--- config.mk ---
export PLATFORM = sky130hd
export DESIGN_NAME = i2c_msg_sequencer
export DESIGN_NICKNAME = d
export VERILOG_FILES = /design/src/rtl/i2c_seq_pkg.sv /design/src/rtl/i2c_seq_addr_form.sv /design/src/rtl/i2c_seq_decode.sv /design/src/rtl/i2c_msg_sequencer.sv
export SDC_FILE = /design/constraint.sdc
export NUM_CORES = 1
export LEC_CHECK = 0
export ABC_AREA = 1
export CAP_MARGIN = 40
export CORE_UTILIZATION = 42
export DETAILED_ROUTE_END_ITERATION = 10
export DONT_BUFFER_PORTS = 1
export GPL_TIMING_DRIVEN = 0
export PLACE_DENSITY = 0.56
export SLEW_MARGIN = 20
export SYNTH_ARGS = -nofsm -noshare
export SYNTH_HDL_FRONTEND = slang
export SYNTH_HIERARCHICAL = 1
export SYNTH_SLANG_ARGS = --single-unit
--- constraint.sdc ---
create_clock -name clk -period 2.65 [get_ports clk]
set_input_delay 0.53 -clock clk [delete_from_list [all_inputs] [get_ports clk]]
set_output_delay 0.53 -clock clk [all_outputs]
set_load 0.005 [all_outputs]
--- src/rtl/i2c_seq_pkg.sv ---
`timescale 1ns/1ps
package i2c_seq_pkg;
  localparam int BYTE_W = 8;
  localparam int ADR_W  = 10;

  typedef enum logic [2:0] {
    ST_IDLE, ST_WAIT_START, ST_WAIT_A1, ST_WAIT_A2, ST_WAIT_TACK, ST_WAIT_RDATA
  } seq_state_t;

  typedef enum logic [2:0] {
    ACT_START = 3'd0, ACT_ADDR1 = 3'd1, ACT_ADDR2 = 3'd2, ACT_SEND = 3'd3,
    ACT_CONT = 3'd4, ACT_RECV = 3'd5, ACT_RECV_STOP = 3'd6, ACT_STOP = 3'd7
  } seq_act_t;

  typedef enum logic [1:0] {
    RES_OK = 2'd0, RES_NODEV = 2'd1, RES_ERR = 2'd2
  } seq_res_t;

  localparam logic [7:0] SC_START    = 8'h08;
  localparam logic [7:0] SC_RSTART   = 8'h10;
  localparam logic [7:0] SC_WA_ACK   = 8'h18;
  localparam logic [7:0] SC_WA_NACK  = 8'h20;
  localparam logic [7:0] SC_WD_ACK   = 8'h28;
  localparam logic [7:0] SC_WD_NACK  = 8'h30;
  localparam logic [7:0] SC_RA_ACK   = 8'h40;
  localparam logic [7:0] SC_RA_NACK  = 8'h48;
  localparam logic [7:0] SC_RD_ACK   = 8'h50;
  localparam logic [7:0] SC_RD_NACK  = 8'h58;
  localparam logic [7:0] SC_WA2_ACK  = 8'hD0;
  localparam logic [7:0] SC_RA2_ACK  = 8'hE0;

  typedef struct packed {
    seq_state_t        nxt;
    seq_act_t          act;
    logic [BYTE_W-1:0] byte_out;
    logic              pop;
    logic              rd;
    logic              fin;
    seq_res_t          res;
    logic              reinit;
    logic              clr_ack;
    logic              step;
  } seq_dec_t;
endpackage

--- src/rtl/i2c_seq_addr_form.sv ---
`timescale 1ns/1ps
module i2c_seq_addr_form
  import i2c_seq_pkg::*;
(
  input  logic [ADR_W-1:0]  addr,
  input  logic              ten,
  input  logic              rd,
  output logic [BYTE_W-1:0] first_byte,
  output logic [BYTE_W-1:0] second_byte
);
  always_comb begin
    if (ten) begin
      first_byte  = 8'hF0 | {5'd0, addr[9:8], 1'b0} | {7'd0, rd};
      second_byte = addr[7:0];
    end else begin
      first_byte  = {addr[6:0], rd};
      second_byte = '0;
    end
  end
endmodule

--- src/rtl/i2c_seq_decode.sv ---
`timescale 1ns/1ps
module i2c_seq_decode
  import i2c_seq_pkg::*;
#(
  parameter int LEN_W = 8
)(
  input  seq_state_t        cur_state,
  input  logic [7:0]        status,
  input  logic              ten,
  input  logic [LEN_W-1:0]  rem,
  input  logic              pos_nz,
  input  logic              aborting,
  input  logic [BYTE_W-1:0] a1,
  input  logic [BYTE_W-1:0] a2,
  input  logic [BYTE_W-1:0] wr_byte,
  output seq_dec_t          d,
  output logic [LEN_W-1:0]  rem_next
);
  localparam logic [LEN_W-1:0] ONE = LEN_W'(1);

  logic is_idle, is_start, is_a2, is_wr_ack, is_rd_addr, is_nodev;
  logic [LEN_W-1:0] rem_dec;

  always_comb begin
    is_idle    = (cur_state == ST_IDLE);
    is_start   = (status == SC_START) || (status == SC_RSTART);
    is_a2      = ten && ((status == SC_WA_ACK) || (status == SC_RA_ACK));
    is_wr_ack  = (status == SC_WA2_ACK) || (status == SC_WD_ACK) ||
                 (!ten && (status == SC_WA_ACK));
    is_rd_addr = (status == SC_RA2_ACK) || (!ten && (status == SC_RA_ACK));
    is_nodev   = (status == SC_WA_NACK) || (status == SC_WD_NACK) ||
                 (status == SC_RA_NACK);
    rem_dec    = (rem == '0) ? '0 : rem - ONE;
  end

  always_comb begin
    d        = '0;
    d.nxt    = cur_state;
    d.act    = ACT_STOP;
    d.res    = RES_OK;
    rem_next = rem;
    if (is_idle) begin
      d.nxt = ST_IDLE;
    end else if (is_start) begin
      d.act      = ACT_ADDR1;
      d.byte_out = a1;
      d.nxt      = ST_WAIT_A1;
    end else if (is_a2) begin
      d.act      = ACT_ADDR2;
      d.byte_out = a2;
      d.nxt      = ST_WAIT_A2;
    end else if (is_wr_ack) begin
      if ((rem == '0) || (aborting && pos_nz)) begin
        d.nxt = ST_IDLE;
        d.fin = 1'b1;
      end else begin
        d.act      = ACT_SEND;
        d.byte_out = wr_byte;
        d.pop      = 1'b1;
        d.step     = 1'b1;
        d.nxt      = ST_WAIT_TACK;
        rem_next   = rem_dec;
      end
    end else if (is_rd_addr) begin
      if (rem == '0) begin
        d.nxt = ST_IDLE;
        d.fin = 1'b1;
      end else begin
        d.act     = ACT_CONT;
        d.nxt     = ST_WAIT_RDATA;
        d.clr_ack = (rem == ONE) || aborting;
      end
    end else if (status == SC_RD_ACK) begin
      d.act     = ACT_RECV;
      d.rd      = 1'b1;
      d.step    = 1'b1;
      d.nxt     = ST_WAIT_RDATA;
      rem_next  = rem_dec;
      d.clr_ack = (rem_dec == ONE) || aborting;
    end else if (status == SC_RD_NACK) begin
      d.act    = ACT_RECV_STOP;
      d.rd     = 1'b1;
      d.step   = 1'b1;
      d.fin    = 1'b1;
      d.nxt    = ST_IDLE;
      rem_next = rem_dec;
    end else if (is_nodev) begin
      d.fin = 1'b1;
      d.res = RES_NODEV;
      d.nxt = ST_IDLE;
    end else begin
      d.fin    = 1'b1;
      d.res    = RES_ERR;
      d.reinit = 1'b1;
      d.nxt    = ST_IDLE;
    end
  end
endmodule

--- src/rtl/i2c_msg_sequencer.sv ---
`timescale 1ns/1ps
module i2c_msg_sequencer
  import i2c_seq_pkg::*;
#(
  parameter int LEN_W = 8
)(
  input  logic             clk,
  input  logic             rst,
  input  logic             req_start,
  input  logic [9:0]       req_addr,
  input  logic             req_ten,
  input  logic             req_read,
  input  logic [LEN_W-1:0] req_len,
  input  logic             abort_req,
  input  logic [7:0]       wr_data,
  output logic             wr_pop,
  input  logic             evt_valid,
  input  logic [7:0]       evt_status,
  input  logic [7:0]       evt_rxdata,
  output logic             act_valid,
  output logic [2:0]       act_code,
  output logic [7:0]       act_byte,
  output logic             act_ack_en,
  output logic             act_ctl_en,
  output logic             eng_reinit,
  output logic             rd_valid,
  output logic [7:0]       rd_data,
  output logic             done,
  output logic [1:0]       result
);
  seq_state_t        state_q;
  seq_act_t          act_q;
  seq_res_t          res_q;
  logic              ten_q, abort_q;
  logic [LEN_W-1:0]  rem_q, pos_q, rem_nxt;
  logic [BYTE_W-1:0] a1_q, a2_q, a1_w, a2_w;
  seq_dec_t          dec;

  i2c_seq_addr_form u_addr (
    .addr        (req_addr),
    .ten         (req_ten),
    .rd          (req_read),
    .first_byte  (a1_w),
    .second_byte (a2_w)
  );

  i2c_seq_decode #(.LEN_W(LEN_W)) u_dec (
    .cur_state (state_q),
    .status    (evt_status),
    .ten       (ten_q),
    .rem       (rem_q),
    .pos_nz    (pos_q != '0),
    .aborting  (abort_q),
    .a1        (a1_q),
    .a2        (a2_q),
    .wr_byte   (wr_data),
    .d         (dec),
    .rem_next  (rem_nxt)
  );

  always_ff @(posedge clk) begin
    if (rst) begin
      state_q    <= ST_IDLE;
      act_q      <= ACT_START;
      res_q      <= RES_OK;
      ten_q      <= 1'b0;
      abort_q    <= 1'b0;
      rem_q      <= '0;
      pos_q      <= '0;
      a1_q       <= '0;
      a2_q       <= '0;
      act_valid  <= 1'b0;
      act_byte   <= '0;
      act_ack_en <= 1'b0;
      act_ctl_en <= 1'b0;
      wr_pop     <= 1'b0;
      rd_valid   <= 1'b0;
      rd_data    <= '0;
      done       <= 1'b0;
      eng_reinit <= 1'b0;
    end else begin
      act_valid  <= 1'b0;
      wr_pop     <= 1'b0;
      rd_valid   <= 1'b0;
      done       <= 1'b0;
      eng_reinit <= 1'b0;
      if (evt_valid) begin
        state_q    <= dec.nxt;
        act_valid  <= 1'b1;
        act_q      <= dec.act;
        act_byte   <= dec.byte_out;
        wr_pop     <= dec.pop;
        rd_valid   <= dec.rd;
        done       <= dec.fin;
        eng_reinit <= dec.reinit;
        if (dec.rd) rd_data <= evt_rxdata;
        if (dec.fin) res_q <= dec.res;
        if (dec.clr_ack) act_ack_en <= 1'b0;
        if (dec.step) begin
          rem_q <= rem_nxt;
          pos_q <= pos_q + LEN_W'(1);
        end
        if (state_q != ST_IDLE && abort_req) abort_q <= 1'b1;
      end else if (state_q == ST_IDLE) begin
        if (req_start) begin
          state_q    <= ST_WAIT_START;
          act_valid  <= 1'b1;
          act_q      <= ACT_START;
          act_byte   <= '0;
          act_ack_en <= 1'b1;
          act_ctl_en <= 1'b1;
          rem_q      <= req_len;
          pos_q      <= '0;
          abort_q    <= 1'b0;
          ten_q      <= req_ten;
          a1_q       <= a1_w;
          a2_q       <= a2_w;
        end
      end else if (abort_req) begin
        abort_q <= 1'b1;
      end
    end
  end

  assign act_code = act_q;
  assign result   = res_q;
endmodule

==> results of run 1 <==
==> per-layer routing <==
metal | global-route usage (%) | part of all wire (%) | wire length [um] | vias up
li1 | - | - | - | 1841
met1 | 26.8 | 46 | 4370 | 1608
met2 | 38.8 | 48 | 4530 | 65
met3 | 5.40 | 5.2 | 494 | 7
met4 | 6.62 | 1.0 | 99 | 0
met5 | 0 | 0 | 0 | -
==> state kept, by name (all words and copies together), names as in the netlist <==
register    count
result          2
a2_q            8
act_valid       1
ten_q           1
act_ctl_en      1
rem_q           8
abort_q         1
done            1
act_code        3
a1_q            8
wr_pop          1
rd_valid        1
state_q         3
rd_data         8
act_ack_en      1
eng_reinit      1
act_byte        8
pos_q           8
==> worst register-to-register path, delay by kind of cell, from the launching register on <==
kind | cells | cell delay (ns)
flip-flops | 1 | 0.30
buffers and inverters | 3 | 0.41
AND/OR/NAND/NOR | 7 | 1.19
AO/OA/AOI/OAI | 2 | 0.33
==> cell usage in the layout, fill, tap and decap left out, types with 6 or more instances in the layout <==
cell and instances:
nand2_1 140, nor2_1 83, inv_1 65, dfxtp_1 65
o21ai_0 40, a21oi_1 30, o21ai_1 26, nand3_1 26
inv_2 13, nand4_1 9, clkbuf_8 9, mux2i_1 8
nand2_2 8, buf_2 6, buf_6 6, o21ai_2 6
==> layout make-up <==
cell class | count | share of cell area (%)
tap | 108 | 3.30
buffer | 20 | 3.73
inverter | 79 | 7.37
multi-input combinational | 408 | 48.9
timing repair buffer | 1 | 0.183
clock inverter | 7 | 1.71
sequential | 65 | 31.8
clock buffer | 9 | 3.03
==> worst min path at each step <==
| stage | to | slack (ns) | depth (start not counted) |
|---|---|---|---|
| finish | abort_q | 0.32 | 2 |
| global route | rd_data[2] | 0.34 | 2 |
| CTS | abort_q | 0.31 | 2 |
| detailed placement | a1_q[0] | 0.44 | 2 |
| global placement | a1_q[7] | 0.43 | 2 |
| floorplan | a1_q[0] | 0.42 | 2 |
==> cells by family (layout without fill, tap and decap cells) <==
kind of cell             after synthesis  after routing  share of synthesized area (%)
adder cells (fa/ha/maj)                5              5                           1.67
AO/OA/AOI/OAI                        106            106                           15.2
flip-flops                            65             65                           34.7
AND/OR/NAND/NOR                      288            288                           33.9
multiplexers                           8              8                           2.13
buffers and inverters                 99            116                           12.1
XOR/XNOR                               1              1                          0.233
==> timing repair <==
action                     in CTS  in global routing
setup endpoints to repair       0                 16
resized for setup               0                  1
setup buffers                   0                  1
==> power by group through the flow <==
stage,clock [mW],combinational (mW),sequential (mW)
2_1_floorplan,0,0.226,1.05
3_3_place_gp,0,0.281,1.06
3_5_place_dp,0,0.283,1.06
4_1_cts,0.875,0.285,1.04
5_1_grt,0.915,0.331,1.04
6_report,0.850,0.288,1.04
==> per-stage QoR <==
stage / instance area [um^2] / utilization [%] / hold WS (ns)
global placement: 3890 / 44.8 / 0.432
finish: 4090 / 47.1 / 0.322
CTS: 4080 / 47.0 / 0.314
floorplan: 3750 / - / 0.421
detailed placement: 3890 / 44.8 / 0.437
global route: 4090 / 47.1 / 0.342
==> results.py, run 1 <==
metrics = {
    "timing": {
        "final_critical_path_time_including_i_o_delays_and_setup_ns": 2.33,
        "tns_ns": 0,
        "final_hold_vio_count": 0,
        "fmax_mhz": 428,
        "grt_setup_unrepaired": "no",
        "worst_clock_skew_ns": 0.00938,
        "layout_setup_ws_ns": 0.316,
        "timing.max_slew.rel_slack_pct": 64.0,
        "finalCritPeriodShare_pct": 88.1,
        "max_slew.worst_pin.slew_ns": 0.540,
        "count_of_endpoints_failing_setup_in_the_final_report": 0,
        "slew_violations": 0,
    },
    "place": {
        "place_hpwl_um": 7250,
        "dp_worst_slack_ns": 0.0371,
        "io_buffer_count": 0,
        "dp_cells": 680,
        "place_congestion": 0.866,
    },
    "worst_hold_path": {
        "hold_start": "abort_req",
        "hold_class": "in2reg",
    },
    "setup_path": {
        "crit_end": "pos_q[7]",
        "worst-r2r-cell-count": 12,
        "worstPathArrival_ns": 2.57,
        "ordered_list_of_cells_on_the_worst_path": "buf_2 > nor4_1 > nand4_1 > a21oi_4 > nand3_4 > nand2_4 > buf_12 > nand2_2 > nand3_2 > inv_2 > nand2_1 > o21ai_1",
        "required_ns": 2.89,
        "critical_path.n_buffers_inverters": 3,
        "critical_path_depth": 12,
        "worst_path_largest_cell_delay_ns": 0.31,
        "setup.reg_to_reg.worst_slack_ns": 0.32,
        "timing.critical_path.from": "pos_q[2]",
        "path_class": "reg2reg",
        "critical_path.max_fanout": 10,
        "critical_path.startpoint_type": "register",
        "timing.critical_path.slowest_stage_cell": "nor4_1",
        "cpLargestDelayFamily": "simple AND/OR/NAND/NOR gates",
        "reg2reg_launch_point": "pos_q[2]",
        "worst_setup_path_end_kind": "register",
        "crit-reg2reg-capture": "pos_q[7]",
    },
    "floorplanning": {
        "num_io_pins": 77,
        "design.die.area_um2": 9320,
        "die-height_um": 96.5,
        "start_util_pct": 43.2,
        "die_w_um": 96.5,
        "floorplan.rows": 34,
        "placeableCoreArea_um2": 8680,
    },
    "synthesis": {
        "number_of_enable_type_register_cells_in_the_synthesized_netlist": 0,
        "syn_avg_cell_area_um2": 6.56,
        "ys_types": 35,
        "synthMostInstantiatedCell": "nand2_1",
        "yosys-top-cells-count": "nand2_1, nor2_1, dfxtp_1, inv_1, o21ai_0",
        "synth.ff_latch_count": 65,
        "postSynth.asyncResetShare_pct": 0,
        "yosysSeqAreaShare_pct": 34.7,
        "netlist_area_um2": 3750,
        "synth_top_flop_cell": "dfxtp_1",
        "synth_top_cells_by_area": "dfxtp_1, nand2_1, nor2_1",
        "yosys.area.top_type": "dfxtp_1",
        "yosysWarnings": 6,
        "synth.top_cell.area_share_pct": 34.7,
        "postSynthNetCount": 626,
        "postSynthCellCount": 572,
    },
    "layout": {
        "finalNonFillerCells": 697,
        "fillerInstances": 971,
        "antenna_cells": 0,
        "register_area_um2": 1300,
        "nNetsFinal": 638,
        "post_route_cells_drive_above_1_share_pct": 13.8,
        "area_of_combinational_cells_with_multiple_inputs_um2": 2000,
        "syn2layout_area_growth_pct": 9.04,
    },
    "power": {
        "p_leak_nw": 1.84,
        "clock_power_share_pct": 39.1,
        "net-switching-power_uw": 629,
        "reg_power_share_pct": 47.7,
        "sw_frac_of_total_pct": 28.9,
        "intPower_mw": 1.55,
        "proportion_of_power_drawn_by_combinational_gates_pct": 13.3,
        "post-layout-total-power_mw": 2.18,
        "power.ir.vdd_worst_uv": 210,
        "power_density_nw_per_um2": 532,
    },
    "detailed_routing": {
        "vias": 3521,
        "final_antenna_net_count": 0,
        "routed_wl_um": 9490,
        "detail_route.drc_violations": 0,
        "drt-vias-per-instance": 5.05,
        "first_iter_violations": 170,
        "drt-wirelength-per-cell_um": 13.6,
        "detail_route.first_pass.iterations": 4,
    },
    "global_route": {
        "grt_start_max_net_pins": 13,
        "grt_antenna_before_repair": 0,
        "grt.total_usage_pct": 22.2,
        "grt_first_pass_wirelength_um": 15600,
        "first_global_vias": 3312,
        "global_route.overflow_total": 0,
    },
    "flow_run": {
        "cap_violations": 0,
    },
    "clocking": {
        "clk_path_buf_depth": 2,
        "tritoncts_buffers": 9,
        "clk_root_buffer_cell": "clkbuf_8",
        "worstSkewPairLatency_ns": 0.35,
        "clk_pin_slew_ns": 0.07,
        "cts_h_tree_lvls": 3,
        "post_cts_hold_buffer_count": 0,
        "clock_tree_from_tritoncts": "yes",
        "cts.sinks": 65,
    },
    "outcome": {
        "status": "completed",
    },
}
Power figures use the tool's default switching activity.
==> run 2, diff against run 1 <==
--- a/config.mk
+++ b/config.mk
@@ -11,7 +11,7 @@
 export DETAILED_ROUTE_END_ITERATION = 10
 export DONT_BUFFER_PORTS = 1
 export GPL_TIMING_DRIVEN = 0
-export PLACE_DENSITY = 0.56
+export PLACE_DENSITY = 0.59
 export SLEW_MARGIN = 20
 export SYNTH_ARGS = -nofsm -noshare
 export SYNTH_HDL_FRONTEND = slang
==> constraint.sdc (replaced) <==
create_clock -name clk -period 2.05 [get_ports clk]
set_input_delay 0.41 -clock clk [delete_from_list [all_inputs] [get_ports clk]]
set_output_delay 0.41 -clock clk [all_outputs]
set_load 0.005 [all_outputs]
==> results.py, run 2 (synthesis results as in run 1) <==
metrics = {
    "place": {
        "dp_cells": 680,
        "place_hpwl_um": 7140,
        "place_congestion": 0.855,
        "io_buffer_count": 0,
        "dp_worst_slack_ns": -0.520,
        "placedInstanceArea_um2": 3890,
    },
    "global_route": {
        "grt_start_max_net_pins": 12,
        "grt_first_pass_wirelength_um": 15400,
        "grt.total_usage_pct": 21.7,
        "global_route.overflow_total": 0,
        "grt_antenna_before_repair": 0,
        "first_global_vias": 3331,
    },
    "setup_path": {
        "critical_path.max_fanout": 9,
        "required_ns": 2.30,
        "critical_path_depth": 11,
        "crit_end": "rem_q[4]",
        "timing.critical_path.slowest_stage_cell": "dfxtp_4",
        "crit_top_cell": "nand3_4",
        "critical_path.n_buffers_inverters": 2,
        "reg2reg_launch_point": "pos_q[5]",
        "ordered_list_of_cells_on_the_worst_path": "nor4_4 > nand4_1 > a21oi_4 > nand3_4 > nand2_4 > buf_12 > nand2_8 > nand3_4 > inv_6 > nand2_1 > o21ai_2",
        "path_class": "reg2reg",
        "cpLargestDelayFamily": "simple AND/OR/NAND/NOR gates",
        "worst_setup_path_end_kind": "register",
        "timing.critical_path.from": "pos_q[5]",
        "setup.reg_to_reg.worst_slack_ns": 0.08,
        "crit-reg2reg-capture": "rem_q[4]",
        "worst-r2r-cell-count": 11,
        "worst_path_largest_cell_delay_ns": 0.35,
        "worstPathArrival_ns": 2.22,
        "critical_path.startpoint_type": "register",
    },
    "floorplanning": {
        "num_io_pins": 77,
        "floorplan.rows": 34,
        "placeableCoreArea_um2": 8680,
        "design.die.area_um2": 9320,
        "die_w_um": 96.5,
        "start_util_pct": 43.2,
        "die-height_um": 96.5,
    },
    "flow_run": {
        "cap_violations": 0,
    },
    "worst_hold_path": {
        "hold_start": "abort_req",
        "hold_class": "in2reg",
    },
    "detailed_routing": {
        "detail_route.first_pass.iterations": 4,
        "first_iter_violations": 161,
        "final_antenna_net_count": 0,
        "drt-vias-per-instance": 5.07,
        "detail_route.drc_violations": 0,
        "met1_length_um": 4100,
        "top_signal_layer_used": "met4",
        "wl_met3_um": 650,
        "routed_wl_um": 9620,
        "vias": 3577,
        "wl_met2_um": 4690,
        "drt-wirelength-per-cell_um": 13.6,
    },
    "clocking": {
        "clk_root_buffer_cell": "clkbuf_8",
        "tritoncts_buffers": 9,
        "clk_pin_slew_ns": 0.08,
        "clock_tree_from_tritoncts": "yes",
        "clk_path_buf_depth": 2,
        "cts.sinks": 65,
        "cts_h_tree_lvls": 3,
        "worstSkewPairLatency_ns": 0.35,
    },
    "timing": {
        "finalCritPeriodShare_pct": 96.0,
        "slew_violations": 0,
        "max_slew.worst_pin.slew_ns": 0.525,
        "tns_ns": 0,
        "timing.max_slew.rel_slack_pct": 65.0,
        "count_of_endpoints_failing_setup_in_the_final_report": 0,
        "final_hold_vio_count": 0,
        "layout_setup_ws_ns": 0.0815,
        "worst_clock_skew_ns": 0.0107,
        "fmax_mhz": 508,
        "final_critical_path_time_including_i_o_delays_and_setup_ns": 1.97,
    },
    "power": {
        "proportion_of_power_drawn_by_combinational_gates_pct": 14.3,
        "power.ir.vdd_worst_uv": 337,
        "reg_power_share_pct": 47.2,
        "p_leak_nw": 1.91,
        "sw_frac_of_total_pct": 28.0,
        "net-switching-power_uw": 793,
        "intPower_mw": 2.04,
        "clock_power_share_pct": 38.4,
        "power_density_nw_per_um2": 661,
    },
    "layout": {
        "design_area_um2": 4290,
        "post-route-util_pct": 49.4,
        "mostFrequentLayoutCells": "nand2_1, nor2_1, inv_1",
        "layout_commonest_cell": "nand2_1",
        "post_route_cells_drive_above_1_share_pct": 16.6,
        "nNetsFinal": 648,
        "finalNonFillerCells": 706,
        "syn2layout_area_growth_pct": 14.2,
        "antenna_cells": 0,
    },
    "outcome": {
        "status": "completed",
    },
}
==> run 2: routing by layer <==
| layer | track usage, % | vias to the layer above |
|---|---|---|
| li1 | - | 1860 |
| met1 | 25.4 | 1614 |
| met2 | 38.8 | 89 |
| met3 | 5.01 | 14 |
| met4 | 7.35 | 0 |
| met5 | 0 | - |
==> run 2: area by class of cell <==
cell class                      instances  area (um^2)
Fill cell                             907         4390
Multi-Input combinational cell        408         2070
Inverter                               79          307
Buffer                                 19          148
Sequential cell                        65         1310
Clock inverter                          5         56.3
Tap cell                              108          135
Clock buffer                           10          138
Timing Repair Buffer                   12          124
==> run 2: worst min path at each step <==
| stage | to | slack, ns | depth (start not counted) |
|---|---|---|---|
| global placement | a1_q[0] | 0.43 | 2 |
| finish | abort_q | 0.22 | 2 |
| floorplan | a1_q[0] | 0.42 | 2 |
| CTS | abort_q | 0.21 | 2 |
| detailed placement | a1_q[0] | 0.44 | 2 |
| global route | rem_q[1] | 0.24 | 2 |
==> run 2: what timing repair did <==
item,CTS,global route
hold buffers,0,0
pin swaps,4,7
resized for setup,9,13
endpoints found under the setup margin,18,20
buffers inserted,2,9
cloned,0,1
==> run 2: through the flow <==
step	hold WS [ns]	power, mW
detailed placement	0.439	1.74
finish	0.224	2.84
CTS	0.213	2.84
global route	0.242	2.98
floorplan	0.421	1.65
global placement	0.434	1.73
==> run 2: power groups by stage <==
stage | clock (mW) | sequential [mW] | combinational, mW
finish | 1.09 | 1.34 | 0.406
global route | 1.17 | 1.34 | 0.459
CTS | 1.12 | 1.34 | 0.378
detailed placement | 0 | 1.37 | 0.366
global placement | 0 | 1.37 | 0.360
floorplan | 0 | 1.36 | 0.292
==> run 3, diff against run 2 <==
--- a/config.mk
+++ b/config.mk
@@ -12,6 +12,7 @@
 export DONT_BUFFER_PORTS = 1
 export GPL_TIMING_DRIVEN = 0
 export PLACE_DENSITY = 0.59
+export RECOVER_POWER = 50
 export SLEW_MARGIN = 20
 export SYNTH_ARGS = -nofsm -noshare
 export SYNTH_HDL_FRONTEND = slang
==> results.py, run 3 (synthesis results as in run 1) <==
metrics = {
    "outcome": {
        "status": "completed",
    },
    "timing": {
        "timing.max_slew.rel_slack_pct": 64.5,
        "final_critical_path_time_including_i_o_delays_and_setup_ns": 1.97,
        "max_slew.worst_pin.slew_ns": 0.532,
        "finalCritPeriodShare_pct": 96.2,
        "count_of_endpoints_failing_setup_in_the_final_report": 0,
        "worst_clock_skew_ns": 0.0111,
        "final_hold_vio_count": 0,
        "slew_violations": 0,
        "fmax_mhz": 507,
    },
    "place": {
        "io_buffer_count": 0,
        "place_hpwl_um": 7140,
        "place_congestion": 0.855,
        "dp_cells": 680,
    },
    "detailed_routing": {
        "drt-wirelength-per-cell_um": 13.7,
        "routed_wl_um": 9660,
        "final_antenna_net_count": 0,
        "drt-vias-per-instance": 5.05,
        "detail_route.first_pass.iterations": 5,
        "vias": 3565,
        "detail_route.drc_violations": 0,
        "first_iter_violations": 130,
    },
    "clocking": {
        "clock_tree_from_tritoncts": "yes",
        "tritoncts_buffers": 9,
        "clk_path_buf_depth": 2,
        "post_cts_hold_buffer_count": 0,
        "cts.sinks": 65,
        "clk_root_buffer_cell": "clkbuf_8",
        "cts_h_tree_lvls": 3,
        "worstSkewPairLatency_ns": 0.34,
        "clk_pin_slew_ns": 0.08,
    },
    "setup_path": {
        "required_ns": 2.29,
        "critical_path.n_buffers_inverters": 2,
        "ordered_list_of_cells_on_the_worst_path": "nor4_4 > nand4_1 > a21oi_4 > nand3_4 > nand2_4 > buf_12 > nand2_8 > nand3_4 > inv_6 > nand2_1 > o21ai_2",
        "worst_path_largest_cell_delay_ns": 0.35,
        "timing.critical_path.slowest_stage_cell": "dfxtp_4",
        "crit_top_cell": "nand3_4",
        "cpLargestDelayFamily": "simple AND/OR/NAND/NOR gates",
        "worst_setup_path_end_kind": "register",
        "path_class": "reg2reg",
        "critical_path.startpoint_type": "register",
        "worstPathArrival_ns": 2.22,
        "critical_path.max_fanout": 9,
    },
    "layout": {
        "post_route_cells_drive_above_1_share_pct": 15.9,
        "post-route-util_pct": 49.1,
        "antenna_cells": 0,
        "layout_commonest_cell": "nand2_1",
        "finalNonFillerCells": 706,
        "syn2layout_area_growth_pct": 13.6,
        "nNetsFinal": 648,
        "mostFrequentLayoutCells": "nand2_1, nor2_1, inv_1",
    },
    "floorplanning": {
        "die_w_um": 96.5,
        "die-height_um": 96.5,
        "design.die.area_um2": 9320,
        "start_util_pct": 43.2,
        "placeableCoreArea_um2": 8680,
        "floorplan.rows": 34,
        "num_io_pins": 77,
    },
    "global_route": {
        "global_route.overflow_total": 0,
        "grt_antenna_before_repair": 0,
        "first_global_vias": 3331,
        "grt.total_usage_pct": 21.7,
        "grt_first_pass_wirelength_um": 15400,
        "grt_start_max_net_pins": 12,
    },
    "power": {
        "p_leak_nw": 1.90,
        "power_density_nw_per_um2": 663,
        "power.ir.vdd_worst_uv": 337,
    },
    "flow_run": {
        "cap_violations": 0,
    },
    "worst_hold_path": {
        "hold_class": "in2reg",
    },
}
run 3: cell types whose count changed in the layout (fill, tap and decap cells not counted), sizes merged:
cell    delta
clkbuf     +3
buf        -3
run 3: layer usage:
metal	vias up	global-route usage [%]	share of wire (%)	wire, um
met5	-	0	0	0
li1	1857	-	-	-
met1	1604	25.4	43	4150
met4	0	7.35	1.5	140
met2	93	38.8	49	4750
met3	11	5.01	6.3	607
run 3: timing repair:
item / 4_1_cts / 5_1_grt
endpoints found under the setup margin: 18 / 20
hold endpoints to repair: 0 / 0
buffers inserted: 2 / 9
resized for setup: 9 / 13
pin swaps: 4 / 7
gates cloned: 0 / 1
run 3: power by group:
group          switching, mW  internal, mW
Sequential            0.0327          1.31
Combinational          0.255         0.145
Clock                  0.503         0.586
Total                  0.791          2.04
run 3: path summary, 6_finish.rpt:
kind | slack (ns) | start | to | depth (start not counted)
setup / recovery | 0.08 | pos_q[5] | rem_q[4] | 11
hold reg to reg | 0.45 | a1_q[0] | a1_q[0] | 2
hold / removal | 0.23 | abort_req | abort_q | 2
setup reg to reg | 0.08 | pos_q[5] | rem_q[4] | 11
run 3: cell type report:
class | instances | area, um^2
multi-input combinational | 408 | 2070
sequential | 65 | 1310
inverter | 79 | 307
buffer | 19 | 125
timing repair buffer | 12 | 124
tap | 108 | 135
fill | 914 | 4420
clock buffer | 10 | 138
clock inverter | 5 | 56.3
run 3: metrics by stage:
stage / setup WS [ns] / total power [mW] / TNS [ns] / hold WS (ns) / area [um^2]
after floorplan: 0.00431 / 1.65 / 0 / 0.421 / 3750
after detailed placement: -0.520 / 1.74 / -7.57 / 0.439 / 3890
final: 0.0769 / 2.83 / 0 / 0.227 / 4260
after global placement: -0.511 / 1.73 / -7.40 / 0.434 / 3890
after global routing: -0.00742 / 2.97 / -0.00744 / 0.242 / 4260
after CTS: 0.00212 / 2.84 / 0 / 0.213 / 4130
